[src/rtl/mdt_pkg.sv]
package mdt_pkg;
  localparam int UNIT_W    = 9;
  localparam int ELAPSED_W = 15;
  localparam int RD_W      = 32;
  localparam int MAX_UNITS = 280;

  typedef struct packed {
    logic                 expired;
    logic [15:0]          rsvd;
    logic [ELAPSED_W-1:0] elapsed;
  } rd_word_t;
endpackage

[src/rtl/mdt_port_timer.sv]
module mdt_port_timer
  import mdt_pkg::*;
#(
  parameter int TICKS_PER_UNIT = 100,
  parameter int RESET_UNITS    = MAX_UNITS
) (
  input  logic                 clk,
  input  logic                 rst,
  input  logic                 tick,
  input  logic                 cfg_hit,
  input  logic [UNIT_W-1:0]    cfg_units,
  input  logic                 rd_hit,
  output logic [ELAPSED_W-1:0] elapsed_o,
  output logic                 expired_o
);
  logic [UNIT_W-1:0]    units_q;
  logic [UNIT_W-1:0]    units_eff;
  logic [31:0]          lim_wide;
  logic [ELAPSED_W-1:0] limit_ticks;
  logic [ELAPSED_W-1:0] elapsed_q;
  logic [ELAPSED_W-1:0] next_cnt;
  logic                 expired_q;

  always_comb begin
    units_eff   = (units_q == '0) ? UNIT_W'(1) : units_q;
    lim_wide    = 32'(units_eff) * 32'(TICKS_PER_UNIT);
    limit_ticks = lim_wide[ELAPSED_W-1:0];
    next_cnt    = elapsed_q + ELAPSED_W'(1);
  end

  always_ff @(posedge clk) begin
    if (rst) begin
      units_q   <= UNIT_W'(RESET_UNITS);
      elapsed_q <= '0;
      expired_q <= 1'b0;
    end else begin
      if (cfg_hit) units_q <= cfg_units;
      if (rd_hit) begin
        elapsed_q <= '0;
        expired_q <= 1'b0;
      end else if (cfg_hit) begin
        elapsed_q <= '0;
      end else if (tick && !expired_q) begin
        elapsed_q <= next_cnt;
        if (next_cnt >= limit_ticks) expired_q <= 1'b1;
      end
    end
  end

  assign elapsed_o = elapsed_q;
  assign expired_o = expired_q;


  cnt_in_range_chk: assert property (@(posedge clk) disable iff (rst)
    elapsed_q <= limit_ticks);


  tick_step_chk: assert property (@(posedge clk) disable iff (rst)
    tick && !expired_q && !rd_hit && !cfg_hit |=> elapsed_q == $past(elapsed_q) + ELAPSED_W'(1));


  flag_sticky_chk: assert property (@(posedge clk) disable iff (rst)
    expired_q && !rd_hit |=> expired_q);


  read_clears_chk: assert property (@(posedge clk) disable iff (rst)
    rd_hit |=> !expired_q && elapsed_q == '0);


  write_restart_chk: assert property (@(posedge clk) disable iff (rst)
    cfg_hit && !rd_hit |=> elapsed_q == '0 && expired_q == $past(expired_q));
endmodule

[src/rtl/mdt_read_mux.sv]
module mdt_read_mux
  import mdt_pkg::*;
#(
  parameter int NUM_PORTS = 4,
  parameter int PORT_W    = 2
) (
  input  logic                                 clk,
  input  logic                                 rst,
  input  logic                                 rd_en,
  input  logic [PORT_W-1:0]                    rd_port,
  input  logic [NUM_PORTS-1:0][ELAPSED_W-1:0]  elapsed_all,
  input  logic [NUM_PORTS-1:0]                 expired_all,
  output logic                                 rd_valid,
  output logic [RD_W-1:0]                      rd_data
);
  rd_word_t word_d;

  always_comb begin
    word_d = '0;
    if (32'(rd_port) < NUM_PORTS) begin
      word_d.expired = expired_all[rd_port];
      word_d.elapsed = elapsed_all[rd_port];
    end
  end

  always_ff @(posedge clk) begin
    if (rst) begin
      rd_valid <= 1'b0;
      rd_data  <= '0;
    end else begin
      rd_valid <= rd_en;
      if (rd_en) rd_data <= word_d;
    end
  end


  read_answer_chk: assert property (@(posedge clk) disable iff (rst)
    rd_en |=> rd_valid);
endmodule

[src/rtl/mem_deadman_bank.sv]
module mem_deadman_bank
  import mdt_pkg::*;
#(
  parameter int NUM_PORTS      = 4,
  parameter int TICKS_PER_UNIT = 100,
  parameter int RESET_UNITS    = MAX_UNITS,
  localparam int PORT_W        = (NUM_PORTS > 1) ? $clog2(NUM_PORTS) : 1
) (
  input  logic                 clk,
  input  logic                 rst,
  input  logic                 ms_tick,
  input  logic                 cfg_we,
  input  logic [PORT_W-1:0]    cfg_port,
  input  logic [UNIT_W-1:0]    cfg_units,
  input  logic                 rd_en,
  input  logic [PORT_W-1:0]    rd_port,
  output logic                 rd_valid,
  output logic [RD_W-1:0]      rd_data,
  output logic [NUM_PORTS-1:0] throttle
);
  logic [NUM_PORTS-1:0][ELAPSED_W-1:0] elapsed_all;
  logic [NUM_PORTS-1:0]                expired_all;

  for (genvar p = 0; p < NUM_PORTS; p++) begin : g_port
    logic cfg_sel;
    logic rd_sel;
    assign cfg_sel = cfg_we && (cfg_port == PORT_W'(p));
    assign rd_sel  = rd_en  && (rd_port  == PORT_W'(p));

    mdt_port_timer #(
      .TICKS_PER_UNIT(TICKS_PER_UNIT),
      .RESET_UNITS   (RESET_UNITS)
    ) i_timer (
      .clk      (clk),
      .rst      (rst),
      .tick     (ms_tick),
      .cfg_hit  (cfg_sel),
      .cfg_units(cfg_units),
      .rd_hit   (rd_sel),
      .elapsed_o(elapsed_all[p]),
      .expired_o(expired_all[p])
    );
  end

  mdt_read_mux #(
    .NUM_PORTS(NUM_PORTS),
    .PORT_W   (PORT_W)
  ) i_rdmux (
    .clk        (clk),
    .rst        (rst),
    .rd_en      (rd_en),
    .rd_port    (rd_port),
    .elapsed_all(elapsed_all),
    .expired_all(expired_all),
    .rd_valid   (rd_valid),
    .rd_data    (rd_data)
  );

  assign throttle = expired_all;


  throttle_rise_chk: assert property (@(posedge clk) disable iff (rst)
    $countones(throttle & ~$past(throttle)) <= 1 || ms_tick || $past(ms_tick));
endmodule

[config.mk]
export PLATFORM = sky130hd
export DESIGN_NAME = mem_deadman_bank
export DESIGN_NICKNAME = d
export VERILOG_FILES = /design/src/rtl/mdt_pkg.sv /design/src/rtl/mdt_port_timer.sv /design/src/rtl/mdt_read_mux.sv /design/src/rtl/mem_deadman_bank.sv
export SDC_FILE = /design/constraint.sdc
export NUM_CORES = 1
export LEC_CHECK = 0
export ABC_AREA = 1
export CORE_MARGIN = 3
export CORE_UTILIZATION = 27
export DETAILED_ROUTE_END_ITERATION = 7
export GPL_TIMING_DRIVEN = 0
export PLACE_DENSITY = 0.48
export RECOVER_POWER = 100
export SLEW_MARGIN = 20
export SYNTH_ARGS = -nofsm -noshare
export SYNTH_HDL_FRONTEND = slang
export SYNTH_SLANG_ARGS = --single-unit
[constraint.sdc]
create_clock -name clk -period 9.7 [get_ports clk]
set_input_delay 2.91 -clock clk [delete_from_list [all_inputs] [get_ports clk]]
set_output_delay 2.91 -clock clk [all_outputs]
set_load 0.03 [all_outputs]
==> summary.md <==
| Metric | Value |
|---|---|
| Normalized max-slew margin | 54.5% |
| Overall power | 1.75 mW |
| Capturing element type of the critical path | flop |
| Number of cells in the design after placement | 2040 |
| Synthesis-to-layout area growth | 15.8% |
| Result of the run | finished clean |
| Total wire length after detailed routing | 30000 µm |
| Hold Slack | 483 ps |
| Chip Width | 202 µm |
| Max Root-Sink Buffers | 2 |
| Setup repair after global routing missed its margin | false |
| Post-route minimum period | 4840 ps |
| Power Dens Cells | 145 nW/µm² |
| Total iterations of the first detailed-routing run | 5 |
| Worst Path Arrival | 5190 ps |
| Most frequent cells after synthesis | sky130_fd_sc_hd__nand2_1, sky130_fd_sc_hd__inv_1, sky130_fd_sc_hd__ha_1, sky130_fd_sc_hd__a21oi_1, sky130_fd_sc_hd__dfxtp_1 |
| Maximum ir drop on the vdd rail | 0.0000826 V |
| Via count normalized by instance count | 4.47 |
| Largest area contributor in the netlist | sky130_fd_sc_hd__dfxtp_1 |
| Synth unique cells | 44 |
| Final GP Congestion | 0.881 |
| Post-synth EDFFs | 0 |
| H-tree depth | 4 |
| Placeable core region | 37800 µm² |
| Crit start category | input port |
| Fraction of the core area covered by cells at the end of the flow | 31.8% |
| Hold Violations, Final | 0 |
| Number of flip-flops and latches in the synthesized netlist | 117 |
| Final TNS setup | 0 ps |
| Summed instance area of the synthesized netlist | 10400 µm² |
| Ratio of final minimum period to clock period | 49.9% |
| Critical path peak fanout | 10 |
| Count of placed standard cells in the final layout, fillers left out | 2072 |
| Cell with the most instances after synthesis | sky130_fd_sc_hd__nand2_1 |
| Instance area after placement | 11500 µm² |
| Worst-Skew Late Latency | 420 ps |
| Synth Flop Type | sky130_fd_sc_hd__dfxtp_1 |
| Yosys top cell area share | 22.5% |
| Count of endpoints failing setup in the final report | 0 |
| Placement row count | 71 |
| Initial cell density of the core | 27.5% |
| Vias in the first global route | 8927 |
| Sequential element share of the synthesized area | 22.5% |
| Post-route DRC violation count | 0 |
| Kind of critical path | in2reg |
| Number of pins with negative max-slew slack in the final report | 0 |
| Sum of net half-perimeters after detailed placement | 24700 µm |
| Setup bufs post-CTS | 0 |
| Pre-CTS setup slack | 4730 ps |
| Number of gates given a new drive strength after cts | 0 |
| Sinks on the clock net | 117 |
| Mean instance size in the synthesized netlist | 7.04 µm² |
| Initial detailed-routing violation count | 431 |
| Required time at the endpoint of the critical path | 10050 ps |
| Number of I/O pins | 55 |
| Cell at the root of the clock tree | sky130_fd_sc_hd__clkbuf_16 |
| Share of synthesized registers carrying an async set or reset | 0% |
| Clock-pin transition on the worst setup and hold timing paths | 60 ps |
| Overall routing resource usage | 14.8% |
| Final non-filler cell area | 12100 µm² |
| Die extent in y | 202 µm |
| Leak | 6.07 nW |
| Worst Skew | 7.46 ps |
| Count of hold-fix buffers inserted at cts | 0 |
| Total via count in the routed design | 9254 |
| # port buffers | 36 |
| Worst-margin pin slew | 680 ps |
| Congestion Overflow GR | 0 |
| Most area-consuming cells after synthesis | sky130_fd_sc_hd__dfxtp_1, sky130_fd_sc_hd__ha_1, sky130_fd_sc_hd__nand2_1 |
| YS warnings | 0 |
| Antenna viol nets, final | 0 |
| Clock tree from TritonCTS | built |
| Antenna Cells | 0 |
| Fraction of layout instances using a drive strength above 1 | 6.85% |
| Final Worst Setup Slack | 4860 ps |
| Wire length of the first global-routing pass | 48000 µm |
| Number of max-cap violations | 0 |
| Detail-routed net length per standard cell | 14.5 µm |
| Max Clk Rate | 207 MHz |
| Antenna violations before repair | 2 |
| Fin nets | 1742 |
| Clock buffer count from CTS | 17 |
| Class of the tightest hold or removal check | reg2reg |
| Pin count of the biggest net entering global routing | 17 |
| Floorplan die area | 40900 µm² |
| Instance count of the mapped netlist | 1478 |
metal layers:
metal,GRT usage (%),share of wire [%]
met5,0,0
met4,3.27,1.0
met3,1.98,2.7
met2,25.6,48
met1,19.7,48
power by group:
part / switching [mW] / leakage, nW / internal, mW
clock network: 0.243 / 0.298 / 0.443
registers: 0.0319 / 0.960 / 0.511
logic: 0.325 / 4.82 / 0.197
sequential cells by signal (all words and copies together) (netlist names):
name / count
g_port.i_timer.units_q: 36
g_port.i_timer.expired_o: 4
i_rdmux.rd_data: 16
i_rdmux.rd_valid: 1
g_port.i_timer.elapsed_o: 60
final cells by class:
type,count,area (µm²)
repair buffers,36,360
plain buffers,77,389
well taps,511,639
flip-flops and latches,117,2340
multi-input cells,1054,6760
inverters,245,921
clock buffers,20,457
fillers,4187,25800
clock inverters,12,178
critical path: stages:
cell	delay, ps
sky130_fd_sc_hd__dlygate4sd3_1	650
sky130_fd_sc_hd__inv_1	200
sky130_fd_sc_hd__clkbuf_1	420
sky130_fd_sc_hd__nand3_1	440
sky130_fd_sc_hd__inv_1	310
sky130_fd_sc_hd__o21ai_0	120
sky130_fd_sc_hd__a21oi_1	130
layout by cell type (no fill, tap or decap), types with 3 or more instances in the layout:
master                            instances
sky130_fd_sc_hd__nand3_1                 76
sky130_fd_sc_hd__o21ai_0                 95
sky130_fd_sc_hd__nand2_2                  9
sky130_fd_sc_hd__a221oi_1                 3
sky130_fd_sc_hd__a211oi_1                 6
sky130_fd_sc_hd__ha_1                   160
sky130_fd_sc_hd__o211ai_1                 4
sky130_fd_sc_hd__conb_1                  16
sky130_fd_sc_hd__xnor2_1                 23
sky130_fd_sc_hd__a21o_1                   6
sky130_fd_sc_hd__inv_1                  238
sky130_fd_sc_hd__clkbuf_1                48
sky130_fd_sc_hd__clkinvlp_4               4
sky130_fd_sc_hd__or2_2                    8
sky130_fd_sc_hd__nand3_2                  4
sky130_fd_sc_hd__inv_2                    6
sky130_fd_sc_hd__clkdlybuf4s50_1         11
sky130_fd_sc_hd__dlygate4sd3_1           25
sky130_fd_sc_hd__xor2_1                  48
sky130_fd_sc_hd__nor2_4                   6
sky130_fd_sc_hd__a21oi_1                126
sky130_fd_sc_hd__fa_1                    16
sky130_fd_sc_hd__nor3_1                  15
sky130_fd_sc_hd__buf_2                    8
sky130_fd_sc_hd__buf_4                   20
sky130_fd_sc_hd__clkbuf_16               17
sky130_fd_sc_hd__dfxtp_1                117
sky130_fd_sc_hd__nor2_2                   3
sky130_fd_sc_hd__bufinv_16                4
sky130_fd_sc_hd__nand2_1                253
sky130_fd_sc_hd__nand4_1                 21
sky130_fd_sc_hd__nor2_1                 118
sky130_fd_sc_hd__o22ai_1                 20
cells by family after synthesis:
group / count (synthesis) / synth area share, %
other: 1 / 0.0360
DFF: 117 / 22.5
and+or+nand+nor: 521 / 22.2
adders and majority gates: 176 / 22.3
AOI/OAI and AO/OA: 269 / 14.1
xor gates and xnor gates: 72 / 6.13
buffers and inverters: 322 / 12.7
final timing paths:
check | from | cells past startpoint | slack (ps) | to
worst min-delay path | g_port[3].i_timer.units_q[0] | 2 | 480 | g_port[3].i_timer.units_q[0]
worst max-delay path | rst | 7 | 4860 | g_port[2].i_timer.elapsed_o[4]
worst min register to register | g_port[3].i_timer.units_q[0] | 2 | 480 | g_port[3].i_timer.units_q[0]
worst max register to register | g_port[0].i_timer.units_q[3] | 22 | 5620 | g_port[0].i_timer.expired_o
Note: power is estimated with default switching activity, not from simulation.
